`config.mk`:
```
export PLATFORM = sky130hd
export DESIGN_NAME = ci_chan_handler
export DESIGN_NICKNAME = d
export VERILOG_FILES = /design/src/rtl/ci_pkg.sv /design/src/rtl/ci_frame_timer.sv /design/src/rtl/ci_rx_capture.sv /design/src/rtl/ci_tx_drive.sv /design/src/rtl/ci_chan_handler.sv
export SDC_FILE = /design/constraint.sdc
export NUM_CORES = 1
export LEC_CHECK = 0
export BUFFER_PORTS_ARGS = -buffer_cell sky130_fd_sc_hd__buf_2
export CAP_MARGIN = 5
export CORE_ASPECT_RATIO = 1.25
export CORE_MARGIN = 10
export CORE_UTILIZATION = 45
export DETAILED_ROUTE_END_ITERATION = 10
export GPL_ROUTABILITY_DRIVEN = 0
export RECOVER_POWER = 25
export SLEW_MARGIN = 20
export SYNTH_ARGS = -nofsm -noshare
export SYNTH_HDL_FRONTEND = slang
export SYNTH_SLANG_ARGS = --single-unit
```
`constraint.sdc`:
```
create_clock -name clk -period 5.2 [get_ports clk]
set_input_delay 0.26 -clock clk [delete_from_list [all_inputs] [get_ports clk]]
set_output_delay 0.26 -clock clk [all_outputs]
set_load 0.01 [all_outputs]
```
`src/rtl/ci_pkg.sv`:
```
package ci_pkg;
    localparam int PRI_W  = 4;   // primary code width
    localparam int SEC_W  = 6;   // secondary code width in wide mode
    localparam int SEC_NW = 4;   // secondary code width in narrow mode
    localparam int PRI_LO = 2;   // primary field low bit inside its slot
    localparam int PRI_HI = 5;   // primary field high bit inside its slot

    typedef struct packed {
        logic [PRI_W-1:0] tx0;
        logic [SEC_W-1:0] tx1;
        logic             wide;
        logic [1:0]       mask;
        logic [PRI_W-1:0] rx0;
        logic [SEC_W-1:0] rx1;
        logic [PRI_W-1:0] cand;
        logic             cand_vld;
        logic             seen;
        logic [1:0]       ist;
    } ci_regs_t;
endpackage

```
`src/rtl/ci_frame_timer.sv`:
```
module ci_frame_timer #(
    parameter int SLOTS  = 12,
    parameter int SLOT_W = 8,
    localparam int NBITS  = SLOTS * SLOT_W,
    localparam int HALVES = 2 * NBITS,
    localparam int CW     = $clog2(HALVES + 1),
    localparam int BW     = $clog2(NBITS)
) (
    input  logic          clk,
    input  logic          rst_n,
    input  logic          dck_i,
    input  logic          fsync_i,
    output logic          active_o,
    output logic          smp_o,
    output logic [BW-1:0] bit_idx_o
);
    localparam logic [CW-1:0] IDLE = CW'(HALVES);

    typedef struct packed {
        logic [CW-1:0] cnt;
        logic          dck;
    } tmr_t;

    tmr_t s_d, s_q;
    logic rise;

    always_comb begin
        s_d  = s_q;
        rise = dck_i & ~s_q.dck;
        s_d.dck = dck_i;
        if (rise) begin
            if (fsync_i)
                s_d.cnt = '0;
            else if (s_q.cnt != IDLE)
                s_d.cnt = s_q.cnt + 1'b1;
        end
    end

    always_ff @(posedge clk) begin
        if (!rst_n) begin
            s_q.cnt <= IDLE;
            s_q.dck <= 1'b0;
        end else begin
            s_q <= s_d;
        end
    end

    assign active_o  = (s_q.cnt != IDLE);
    assign smp_o     = rise && active_o && !s_q.cnt[0];
    assign bit_idx_o = BW'(s_q.cnt >> 1);
endmodule

```
`src/rtl/ci_rx_capture.sv`:
```
module ci_rx_capture
    import ci_pkg::*;
#(
    parameter int SLOTS    = 12,
    parameter int SLOT_W   = 8,
    parameter int PRI_SLOT = 3,
    parameter int SEC_SLOT = 7,
    localparam int BW = $clog2(SLOTS * SLOT_W),
    localparam int PW = $clog2(SLOT_W)
) (
    input  logic             clk,
    input  logic             rst_n,
    input  logic             smp_i,
    input  logic [BW-1:0]    bit_idx_i,
    input  logic             din_i,
    output logic [PRI_W-1:0] pri_o,
    output logic [SEC_W-1:0] sec_o,
    output logic             done_o
);
    localparam int SW = BW - PW;
    localparam logic [BW-1:0] LAST = BW'(SEC_SLOT * SLOT_W + SLOT_W - 1);

    typedef struct packed {
        logic [PRI_W-1:0] pri;
        logic [SEC_W-1:0] sec;
        logic             done;
    } cap_t;

    cap_t c_d, c_q;
    logic [SW-1:0] slot;
    logic [PW-1:0] pos;

    assign slot = bit_idx_i[BW-1:PW];
    assign pos  = bit_idx_i[PW-1:0];

    always_comb begin
        c_d = c_q;
        c_d.done = smp_i && (bit_idx_i == LAST);
        if (smp_i && slot == SW'(PRI_SLOT) &&
            pos >= PW'(PRI_LO) && pos <= PW'(PRI_HI))
            c_d.pri = {c_q.pri[PRI_W-2:0], din_i};
        if (smp_i && slot == SW'(SEC_SLOT) && pos < PW'(SEC_W))
            c_d.sec = {c_q.sec[SEC_W-2:0], din_i};
    end

    always_ff @(posedge clk) begin
        if (!rst_n) begin
            c_q.pri  <= '1;
            c_q.sec  <= '1;
            c_q.done <= 1'b0;
        end else begin
            c_q <= c_d;
        end
    end

    assign pri_o  = c_q.pri;
    assign sec_o  = c_q.sec;
    assign done_o = c_q.done;
endmodule

```
`src/rtl/ci_tx_drive.sv`:
```
module ci_tx_drive
    import ci_pkg::*;
#(
    parameter int SLOTS    = 12,
    parameter int SLOT_W   = 8,
    parameter int PRI_SLOT = 3,
    parameter int SEC_SLOT = 7,
    localparam int BW = $clog2(SLOTS * SLOT_W),
    localparam int PW = $clog2(SLOT_W)
) (
    input  logic             active_i,
    input  logic [BW-1:0]    bit_idx_i,
    input  logic [PRI_W-1:0] tx0_i,
    input  logic [SEC_W-1:0] tx1_i,
    input  logic             wide_i,
    output logic             dout_o
);
    localparam int SW = BW - PW;

    logic [SLOT_W-1:0] pri_byte, sec_byte;
    logic [SW-1:0]     slot;
    logic [PW-1:0]     pos;

    assign slot = bit_idx_i[BW-1:PW];
    assign pos  = bit_idx_i[PW-1:0];

    always_comb begin
        pri_byte = '1;
        pri_byte[PRI_HI:PRI_LO] = tx0_i;
        sec_byte = '1;
        if (wide_i)
            sec_byte[SLOT_W-1 -: SEC_W] = tx1_i;
        else
            sec_byte[SLOT_W-1 -: SEC_NW] = tx1_i[SEC_NW-1:0];

        dout_o = 1'b1;
        if (active_i) begin
            if (slot == SW'(PRI_SLOT))
                dout_o = pri_byte[~pos];
            else if (slot == SW'(SEC_SLOT))
                dout_o = sec_byte[~pos];
        end
    end
endmodule

```
`src/rtl/ci_chan_handler.sv`:
```
module ci_chan_handler
    import ci_pkg::*;
#(
    parameter int SLOTS    = 12,
    parameter int SLOT_W   = 8,
    parameter int PRI_SLOT = 3,
    parameter int SEC_SLOT = 7
) (
    input  logic       clk,
    input  logic       rst_n,
    input  logic       dck_i,
    input  logic       fsync_i,
    input  logic       din_i,
    output logic       dout_o,
    input  logic [1:0] host_addr_i,
    input  logic       host_wr_i,
    input  logic       host_rd_i,
    input  logic [7:0] host_wdata_i,
    output logic [7:0] host_rdata_o,
    output logic       irq_o
);
    localparam int BW = $clog2(SLOTS * SLOT_W);

    logic             active, smp, done;
    logic [BW-1:0]    bit_idx;
    logic [PRI_W-1:0] pri_raw;
    logic [SEC_W-1:0] sec_raw, sec_code;
    logic             ev0, ev1, rd_clr;

    ci_regs_t r_d, r_q;

    ci_frame_timer #(.SLOTS(SLOTS), .SLOT_W(SLOT_W)) u_timer (
        .clk(clk), .rst_n(rst_n), .dck_i(dck_i), .fsync_i(fsync_i),
        .active_o(active), .smp_o(smp), .bit_idx_o(bit_idx)
    );

    ci_rx_capture #(.SLOTS(SLOTS), .SLOT_W(SLOT_W),
                    .PRI_SLOT(PRI_SLOT), .SEC_SLOT(SEC_SLOT)) u_cap (
        .clk(clk), .rst_n(rst_n), .smp_i(smp), .bit_idx_i(bit_idx),
        .din_i(din_i), .pri_o(pri_raw), .sec_o(sec_raw), .done_o(done)
    );

    ci_tx_drive #(.SLOTS(SLOTS), .SLOT_W(SLOT_W),
                  .PRI_SLOT(PRI_SLOT), .SEC_SLOT(SEC_SLOT)) u_tx (
        .active_i(active), .bit_idx_i(bit_idx), .tx0_i(r_q.tx0),
        .tx1_i(r_q.tx1), .wide_i(r_q.wide), .dout_o(dout_o)
    );

    assign rd_clr   = host_rd_i && (host_addr_i == 2'd0);
    assign sec_code = r_q.wide ? sec_raw
                               : {{(SEC_W-SEC_NW){1'b1}}, sec_raw[SEC_W-1 -: SEC_NW]};

    always_comb begin
        r_d = r_q;
        ev0 = 1'b0;
        ev1 = 1'b0;
        if (done) begin
            // primary: two matching frames in a row before acceptance
            if (r_q.cand_vld && pri_raw == r_q.cand && pri_raw != r_q.rx0) begin
                r_d.rx0 = pri_raw;
                ev0     = 1'b1;
            end
            r_d.cand     = pri_raw;
            r_d.cand_vld = 1'b1;
            // secondary: immediate, silent on the first frame after reset
            if (!r_q.seen) begin
                r_d.rx1  = sec_code;
                r_d.seen = 1'b1;
            end else if (sec_code != r_q.rx1) begin
                r_d.rx1 = sec_code;
                ev1     = 1'b1;
            end
        end
        if (host_wr_i) begin
            case (host_addr_i)
                2'd1: r_d.mask = host_wdata_i[1:0];
                2'd2: r_d.tx0  = host_wdata_i[PRI_W-1:0];
                2'd3: begin
                    r_d.wide = host_wdata_i[7];
                    r_d.tx1  = host_wdata_i[SEC_W-1:0];
                end
                default: ;
            endcase
        end
        if (rd_clr)
            r_d.ist = 2'b00;
        r_d.ist = r_d.ist | {ev1, ev0};
    end

    always_ff @(posedge clk) begin
        if (!rst_n) begin
            r_q.tx0      <= '1;
            r_q.tx1      <= '1;
            r_q.wide     <= 1'b0;
            r_q.mask     <= 2'b00;
            r_q.rx0      <= '1;
            r_q.rx1      <= '1;
            r_q.cand     <= '1;
            r_q.cand_vld <= 1'b0;
            r_q.seen     <= 1'b0;
            r_q.ist      <= 2'b00;
        end else begin
            r_q <= r_d;
        end
    end

    always_comb begin
        case (host_addr_i)
            2'd0:    host_rdata_o = {6'd0, r_q.ist};
            2'd1:    host_rdata_o = {6'd0, r_q.mask};
            2'd2:    host_rdata_o = {r_q.tx0, r_q.rx0};
            default: host_rdata_o = {r_q.wide, 1'b0, r_q.rx1};
        endcase
    end

    assign irq_o = |(r_q.ist & r_q.mask);
endmodule

```
==> flow_metrics.py, run 1 <==
metrics = {
    "timing": {
        "setup_viol": 0,
        "hold_viol_final": 0,
        "finalSetupTns_ns": 0,
        "whs_ns": 0.177,
        "grt_setup_unrepaired": "no",
        "slew_headroom": -0.455,
        "worst_pin_slew_ns": 2.18,
        "finalClockSkew_ns": 0.00575,
        "period_needed_ns": 2.46,
        "fin_crit_sh": 0.472,
        "maxSlewViolCount": 56,
        "max_freq_ghz": 0.407,
    },
    "worst_setup_path": {
        "crit_slowest_cell": "dfxtp_1",
        "crit_path_frequent_cell": "o211ai_1",
        "worstSetupPathType": "flop to primary output",
        "cp-start-kind": "flop",
        "reg2reg_depth": 5,
        "rrSetupSlack_ns": 3.05,
        "max_stage_delay_ns": 0.62,
        "crit_family": "multiplexers",
        "r2r_start": "r_q[20]",
        "crit_path_end_kind": "primary output",
        "crit_arrival_ns": 2.20,
        "crit_fanout": 11,
        "path_cells": "mux4_2 -> mux2_2 -> o211ai_1 -> o211ai_1 -> buf_2",
        "crit_buf_inv": 1,
        "r2r-end": "r_q[10]",
        "worst_ep_required_time_ns": 4.94,
    },
    "synthesis": {
        "ys_warn_count": 0,
        "synthCells": 289,
        "synth-seq-cells": 50,
        "postSynthAreaPerCell_um2": 9.06,
        "synthFlopType": "dfxtp_1",
        "ys_seq_area_frac": 0.382,
        "async_flop_share": 0,
        "synth_cell_types": 45,
        "synth_edf_count": 0,
        "syn_nets": 308,
        "syn-cell-area_mm2": 0.00262,
    },
    "layout": {
        "nets": 319,
        "drive_gt1_frac": 0.159,
        "area_growth_pct": 9.85,
        "final_util": 0.501,
        "diodes": 0,
    },
    "worst_hold_path": {
        "hold_path_end": "r_q[26]",
        "whs_path_depth": 3,
        "worstHoldStart": "host_wdata_i[5]",
        "hold_path.class": "primary input to flop",
    },
    "clock_tree": {
        "cts_setup_buffers": 0,
        "hold_buffers": 0,
        "numCtsBuffers": 5,
        "clock_latency_ns": 0.30,
        "root_buffer": "clkbuf_8",
        "tritoncts": "built",
        "postCtsResizedCells": 0,
        "cts_buffer_depth": 2,
        "clkTransAtPathRegs_ns": 0.09,
        "htreeDepth": 2,
        "numClockSinks": 50,
    },
    "route": {
        "vias": 2010,
        "wire_per_inst_um": 14.7,
        "drc": 0,
        "top_layer": "met4",
        "drt_iter0_drc": 71,
        "wl_met1_mm": 2.42,
        "dr_wl_met2_mm": 2.75,
        "ant_nets": 0,
        "dr_wl_met3_um": 176,
        "wl_mm": 5.40,
        "viasPerCell": 5.48,
        "first_pass_iters": 4,
    },
    "placed_design": {
        "port_buffers": 25,
        "place_hpwl_mm": 4.01,
    },
    "global_routing": {
        "grt_pass1_vias": 1993,
        "grt_usage": 0.120,
        "antenna_found_initial": 0,
        "grt_pass1_wl_mm": 9.18,
        "grt_overflow": 0,
        "grt_start_max_net_pins": 56,
    },
    "floorplan": {
        "die_w_um": 88.2,
        "rows": 31,
        "start_util": 0.456,
        "dieHeight_um": 105,
        "ios": 27,
        "die_area_mm2": 0.00929,
        "fp.coreArea_mm2": 0.00574,
    },
    "status": {
        "violations": "max-capacitance violations, max-slew violations",
        "status": "finished with violations",
    },
    "power": {
        "power_density_mw_per_mm2": 271,
        "p_leak_nw": 1.13,
        "worst_ir_drop_vdd_v": 0.000117,
    },
    "job": {
        "maxCapViolCount": 1,
    },
}
-- state kept, by name, summed over array words and instances (netlist names) --
register / flops
r_q: 30
u_cap.done_o: 1
u_timer.s_q: 2
u_timer.bit_idx_o: 7
u_cap.pri_o: 4
u_cap.sec_o: 6
-- stage by stage --
stage          instance area [um2]  instances  worst slack [ns]  power [W]
2_1_floorplan                 2620        289              3.38   0.000439
3_5_place_dp                  2730        359              3.05   0.000458
4_1_cts                       2880        367              2.71   0.000790
6_report                      2880        367              2.74   0.000780
5_1_grt                       2880        367              2.67   0.000808
3_3_place_gp                  2730        359              3.07   0.000458
-- logic make-up (layout without fill, tap and decap cells) --
kind of cell / after synthesis / after routing / synth area share
simple gates: 116 / 116 / 0.223
fa+ha+maj: 2 / 2 / 0.00956
mux: 47 / 47 / 0.207
flops: 50 / 50 / 0.382
buf+inv: 27 / 39 / 0.0435
xor+xnor: 13 / 13 / 0.0435
compound gates: 34 / 34 / 0.0908
-- worst max path at each step --
stage / from / end / slack (ns) / depth (start not counted)
global route: u_timer.bit_idx_o[0] / dout_o / 2.67 / 5
global placement: r_q[20] / r_q[10] / 3.07 / 5
CTS: u_timer.bit_idx_o[0] / dout_o / 2.71 / 5
floorplan: u_timer.bit_idx_o[0] / dout_o / 3.38 / 5
finish: u_timer.bit_idx_o[0] / dout_o / 2.74 / 5
detailed placement: u_timer.bit_idx_o[0] / dout_o / 3.05 / 5
-- placed cells by master (no fill, tap or decap), types with 3 or more instances in the layout --
| master | instances |
|---|---|
| nand3_1 | 13 |
| nor4_1 | 3 |
| a21boi_0 | 4 |
| dfxtp_1 | 50 |
| nand3b_1 | 3 |
| mux2i_1 | 35 |
| xnor2_1 | 9 |
| nor2b_1 | 15 |
| nand2b_1 | 9 |
| a21oi_1 | 5 |
| xor2_1 | 4 |
| inv_1 | 6 |
| a31oi_1 | 3 |
| o21ai_0 | 10 |
| and3_1 | 3 |
| mux4_2 | 4 |
| nand2_1 | 49 |
| mux2_2 | 6 |
| clkbuf_8 | 6 |
| and2_1 | 4 |
| nor2_1 | 8 |
| buf_2 | 24 |
-- cell type report --
class	count	area, um2
Fill cell	558	2870
Multi-Input combinational cell	212	1500
Sequential cell	50	1000
Timing Repair Buffer	25	124
Clock buffer	6	82.6
Tap cell	66	82.6
Clock inverter	2	60.1
Inverter	6	22.5
-- power breakdown --
group	internal [W]	total, W	switching [W]	leakage, nW
sequential	0.000389	0.000396	0.00000713	0.406
combinational	0.0000239	0.0000523	0.0000285	0.650
clock	0.000205	0.000332	0.000126	0.0714
-- cells in the mapped netlist, types with 2 or more instances --
library cell / instances / area share
nor4_1: 3 / 0.0072
nand2_1: 49 / 0.070
ha_1: 2 / 0.0096
nor2b_1: 15 / 0.036
dfxtp_1: 50 / 0.38
and2_1: 4 / 0.0096
buf_2: 4 / 0.0076
a21oi_1: 5 / 0.0096
xnor2_1: 9 / 0.030
nand2b_1: 9 / 0.022
mux2_2: 6 / 0.026
nand4_1: 2 / 0.0048
clkbuf_1: 15 / 0.022
nor3b_1: 2 / 0.0057
a31oi_1: 3 / 0.0072
a21boi_0: 4 / 0.011
mux2i_1: 35 / 0.13
o211ai_1: 2 / 0.0057
xor2_1: 4 / 0.013
and3_1: 3 / 0.0072
nand3b_1: 3 / 0.0086
nor2_1: 8 / 0.011
o21ai_0: 10 / 0.019
nand3_1: 13 / 0.025
mux4_2: 4 / 0.034
inv_1: 6 / 0.0086
-- worst register-to-register path, delay by kind of cell (launching register included) --
kind            cells  cell delay, ns
mux                 2            0.66
xor+xnor            1            0.09
compound gates      2            0.59
flops               1            0.70
-- layer usage --
metal | vias up | GRT usage
li1 | 1023 | -
met5 | - | 0
met3 | 5 | 0.0270
met1 | 964 | 0.141
met2 | 18 | 0.208
met4 | 0 | 0.0428
(Power assumes the default switching activity.)
==> inputs of run 2 (changes only) <==
- ABC_AREA: default -> 1
- clock period: 5.2 -> 2.4 ns (I/O delays scaled with it)
==> flow_metrics.py, run 2 <==
metrics = {
    "status": {
        "status": "completed",
    },
    "synthesis": {
        "synth_area_leaders": "dfxtp_1, nand2_1, nand3_1, inv_1, o21ai_0",
        "synth_cell_types": 34,
        "syn-cell-area_mm2": 0.00270,
        "synth-seq-cells": 50,
        "ys_seq_area_frac": 0.371,
        "syn_nets": 401,
        "ys_warn_count": 0,
        "async_flop_share": 0,
        "yosysTopAreaCellShare": 0.371,
        "synthCells": 382,
        "synthTopCellsByCount": "nand2_1, nand3_1, dfxtp_1",
        "postSynthAreaPerCell_um2": 7.06,
        "synthFlopType": "dfxtp_1",
        "yosys.cell_count.top_type": "nand2_1",
        "yosysTopAreaCell": "dfxtp_1",
        "synth_edf_count": 0,
    },
    "layout": {
        "diodes": 0,
        "nets": 423,
        "area_growth_pct": 7.93,
        "layout_commonest_cell": "nand2_1",
        "fin_area_mm2": 0.00291,
        "layout_common_cells": "nand2_1, nand3_1, dfxtp_1",
        "largest_reg_flops": 30,
        "top_register": "r_q",
        "drive_gt1_frac": 0.141,
    },
    "clock_tree": {
        "postCtsResizedCells": 0,
        "tritoncts": "built",
        "clkTransAtPathRegs_ns": 0.09,
        "numCtsBuffers": 5,
        "hold_buffers": 0,
        "htreeDepth": 2,
        "root_buffer": "clkbuf_8",
        "cts_setup_buffers": 0,
        "cts_buffer_depth": 2,
        "numClockSinks": 50,
        "clock_latency_ns": 0.30,
    },
    "route": {
        "wl_mm": 6.31,
        "drc": 0,
        "wire_per_inst_um": 13.4,
        "ant_nets": 0,
        "vias": 2490,
        "drt_iter0_drc": 114,
        "viasPerCell": 5.29,
        "first_pass_iters": 4,
    },
    "floorplan": {
        "die_area_mm2": 0.00951,
        "rows": 31,
        "start_util": 0.463,
        "fp.coreArea_mm2": 0.00582,
        "ios": 27,
        "die_w_um": 89.2,
        "dieHeight_um": 107,
    },
    "placed_design": {
        "post-place-ws_ns": 0.505,
        "place_hpwl_mm": 4.81,
        "port_buffers": 25,
        "dpl_cell_area_mm2": 0.00282,
    },
    "global_routing": {
        "grt_start_max_net_pins": 24,
        "antenna_found_initial": 0,
        "grt_overflow": 0,
        "grt_usage": 0.136,
        "grt_pass1_vias": 2335,
        "grt_pass1_wl_mm": 10.4,
    },
    "timing": {
        "setup_viol": 0,
        "maxSlewViolCount": 0,
        "finalSetupTns_ns": 0,
        "max_freq_ghz": 0.514,
        "worst_pin_slew_ns": 1.02,
        "slew_headroom": 0.322,
        "period_needed_ns": 1.95,
        "finalClockSkew_ns": 0.00444,
        "fin_crit_sh": 0.811,
        "hold_viol_final": 0,
        "grt_setup_unrepaired": "no",
        "layout_setup_ws_ns": 0.453,
    },
    "worst_setup_path": {
        "worst_ep_required_time_ns": 2.56,
        "crit_arrival_ns": 2.10,
        "crit_slowest_cell": "clkbuf_1",
        "crit_family": "buffers and inverters",
        "max_stage_delay_ns": 0.57,
        "crit_buf_inv": 2,
        "worstSetupPathType": "flop to flop",
        "crit_path_frequent_cell": "nand2_1",
        "path_cells": "clkbuf_1 -> nand2_1 -> inv_1 -> o21ai_1 -> a21oi_1 -> and3_1 -> nand2_4 -> nand2_1 -> nand3_1",
        "cp-start-kind": "flop",
        "crit_path_end_kind": "flop",
        "crit_fanout": 15,
    },
    "power": {
        "worst_ir_drop_vdd_v": 0.000282,
        "p_leak_nw": 1.48,
        "power_density_mw_per_mm2": 544,
    },
    "worst_hold_path": {
        "hold_path.class": "primary input to flop",
    },
    "job": {
        "maxCapViolCount": 0,
    },
}
-- run 2: worst reg2reg max path: stages (launching register included) --
cell	delay (ns)
dfxtp_1	0.31
clkbuf_1	0.57
nand2_1	0.11
inv_1	0.09
o21ai_1	0.06
a21oi_1	0.12
and3_1	0.32
nand2_4	0.10
nand2_1	0.07
nand3_1	0.05
-- run 2: power by group --
part	switching (W)	internal (W)
combinational	0.000128	0.0000657
clock	0.000290	0.000232
sequential	0.0000202	0.000847
-- run 2: cells by family after synthesis --
family,Yosys count,share of synthesized area
buf+inv,57,0.0979
fa+ha+maj,2,0.00928
compound gates,45,0.0947
simple gates,219,0.398
xor+xnor,9,0.0292
flops,50,0.371
-- run 2: worst paths after layout --
| path | from | endpoint | slack, ns | cells after the start |
|---|---|---|---|---|
| setup / recovery | u_cap.done_o | r_q[14] | 0.45 | 9 |
| hold / removal | dck_i | u_timer.s_q[0] | 0.004 | 3 |
| setup reg to reg | u_cap.done_o | r_q[14] | 0.45 | 9 |
| hold reg to reg | r_q[22] | r_q[22] | 0.47 | 2 |
-- run 2: cell type report --
class,count,area [um2]
timing repair buffer,27,131
clock inverter,2,12.5
multi-input combinational,275,1430
fill,628,2910
sequential,50,1000
clock buffer,6,82.6
inverter,45,169
tap,66,82.6
-- run 2: per-layer routing --
layer / share of wire / track usage / wire length (um) / vias up
met5: 0 / 0 / 0 / -
met4: 0.018 / 0.0490 / 115 / 0
met3: 0.048 / 0.0306 / 304 / 10
met2: 0.49 / 0.232 / 3100 / 54
met1: 0.44 / 0.159 / 2790 / 1137
li1: - / - / - / 1289
-- run 2: stage by stage --
| step | util | hold slack (ns) | instances | total power, W |
|---|---|---|---|---|
| final | 0.500 | 0.00394 | 471 | 0.00158 |
| after global routing | 0.500 | 0.0218 | 471 | 0.00165 |
| after CTS | 0.502 | 0.000419 | 471 | 0.00160 |
| after detailed placement | 0.485 | 0.320 | 463 | 0.00108 |
| after global placement | 0.485 | 0.312 | 463 | 0.00108 |
| after floorplan | - | 0.213 | 382 | 0.00103 |
==> inputs of run 3 (changes only) <==
- ABC_AREA: 1 -> 0
- clock period: 2.4 -> 1.9 ns (I/O delays scaled with it)
==> flow_metrics.py, run 3 (synthesis gave the netlist of run 1 again) <==
metrics = {
    "power": {
        "power_density_mw_per_mm2": 635,
        "p_switching_w": 0.000426,
        "sw_frac_of_total": 0.230,
        "pwr-share-comb": 0.082,
        "internal-power_w": 0.00143,
        "seqPwrFrac": 0.583,
        "p_leak_nw": 1.16,
        "p_clk_frac": 0.335,
        "p_total_w": 0.00185,
        "worst_ir_drop_vdd_v": 0.000312,
    },
    "floorplan": {
        "rows": 31,
        "die_w_um": 88.2,
        "dieHeight_um": 105,
        "die_area_mm2": 0.00929,
        "fp.coreArea_mm2": 0.00574,
        "ios": 27,
        "start_util": 0.456,
    },
    "layout": {
        "nets": 331,
        "final_util": 0.509,
        "layout_commonest_cell": "nand2_1",
        "area_growth_pct": 11.6,
        "largest_reg_flops": 30,
        "diodes": 0,
        "layout_common_cells": "nand2_1, dfxtp_1, mux2i_1",
        "top_register": "r_q",
        "drive_gt1_frac": 0.195,
    },
    "clock_tree": {
        "numClockSinks": 50,
        "clock_latency_ns": 0.30,
        "numCtsBuffers": 5,
        "tritoncts": "built",
        "cts_buffer_depth": 2,
        "root_buffer": "clkbuf_8",
        "clkTransAtPathRegs_ns": 0.08,
        "htreeDepth": 2,
        "cts_setup_buffers": 0,
    },
    "worst_setup_path": {
        "reg2reg_depth": 6,
        "crit_path_start": "u_timer.bit_idx_o[0]",
        "worst_ep_required_time_ns": 1.80,
        "r2r_start": "r_q[20]",
        "worstSetupPathType": "flop to primary output",
        "cp-start-kind": "flop",
        "crit_fanout": 2,
        "crit_path_end_kind": "primary output",
        "rrSetupSlack_ns": 0.19,
        "r2r-end": "r_q[10]",
        "crit_arrival_ns": 1.85,
    },
    "timing": {
        "hold_viol_final": 0,
        "max_freq_ghz": 0.513,
        "period_needed_ns": 1.95,
        "slew_headroom": 0.202,
        "setup_viol": 1,
        "layout_setup_ws_ns": -0.0492,
        "grt_setup_unrepaired": "yes",
        "fin_crit_sh": 1.03,
        "worst_pin_slew_ns": 1.20,
        "whs_ns": 0.0184,
        "maxSlewViolCount": 0,
        "finalClockSkew_ns": 0.0111,
    },
    "worst_hold_path": {
        "whs_path_depth": 3,
        "worstHoldStart": "host_wdata_i[4]",
        "hold_path.class": "primary input to flop",
        "hold_path_end": "r_q[25]",
    },
    "placed_design": {
        "place_hpwl_mm": 4.18,
        "post-place-ws_ns": 0.123,
        "port_buffers": 25,
    },
    "job": {
        "maxCapViolCount": 0,
    },
    "global_routing": {
        "grt_pass1_vias": 2017,
        "grt_pass1_wl_mm": 9.33,
        "grt_start_max_net_pins": 31,
        "grt_overflow": 0,
        "grt_usage": 0.124,
        "antenna_found_initial": 0,
    },
    "route": {
        "wire_per_inst_um": 14.4,
        "drt_iter0_drc": 78,
        "ant_nets": 0,
        "wl_mm": 5.45,
        "viasPerCell": 5.23,
        "drc": 0,
        "first_pass_iters": 4,
        "vias": 1983,
    },
    "status": {
        "status": "finished with violations",
        "violations": "negative setup slack",
    },
}
run 3: cell types whose count changed in the layout (fill, tap and decap cells not counted), moves of 5 or more:
| cell | previous run | this run |
|---|---|---|
| mux2i_1 | 0 | 35 |
| nand2b_1 | 0 | 9 |
| o21ai_0 | 18 | 10 |
| buf_4 | 0 | 9 |
| nand2_1 | 104 | 49 |
| nor2_2 | 5 | 0 |
| nor2b_1 | 0 | 15 |
| a21oi_1 | 12 | 5 |
| inv_1 | 42 | 6 |
| nand3_1 | 70 | 13 |
| mux2_2 | 0 | 6 |
| nor2_1 | 16 | 8 |
run 3: timing repair:
action,CTS,global route
pin swaps,0,0
hold endpoints to repair,1,0
hold buffers,1,0
endpoints found under the setup margin,1,1
gates resized for setup,4,0
run 3: final cells by class:
cell class / count / area (um2)
flip-flops and latches: 50 / 1000
clock inverters: 1 / 5.00
well taps: 66 / 82.6
multi-input cells: 212 / 1500
inverters: 6 / 22.5
fillers: 579 / 2820
clock buffers: 7 / 86.3
repair buffers: 37 / 218
run 3: metal layers:
layer	vias to the layer above	GRT usage	share of wire
met4	0	0.0451	0.014
met3	6	0.0300	0.039
li1	1039	-	-
met5	-	0	0
met2	22	0.213	0.51
met1	916	0.143	0.44
run 3: power groups by stage:
stage	registers, W	clock network (W)	logic [W]
final	0.00108	0.000621	0.000152
after floorplan	0.00110	0	0.000106
after global routing	0.00108	0.000692	0.000169
after CTS	0.00108	0.000656	0.000158
after global placement	0.00111	0	0.000156
after detailed placement	0.00111	0	0.000156
run 3: worst max-delay path by stage:
stage	cells after the start	slack (ns)	to
after floorplan	6	0.18	r_q[10]
after global placement	5	0.14	r_q[10]
after detailed placement	5	0.12	r_q[10]
after CTS	5	-0.07	dout_o
after global routing	5	-0.12	dout_o
final	5	-0.05	dout_o
run 3: stage by stage:
stage	instances	setup TNS (ns)	instance area, um2
2_1_floorplan	289	0	2620
3_3_place_gp	370	0	2830
3_5_place_dp	370	0	2830
4_1_cts	379	-0.0678	2940
5_1_grt	379	-0.117	2920
6_report	379	-0.0492	2920
run 3: worst max-delay path: stages, from the launching register on:
cell,delay (ns)
dfxtp_2,0.35
mux4_2,0.48
mux2_2,0.27
o211ai_1,0.15
o211ai_1,0.13
buf_2,0.16
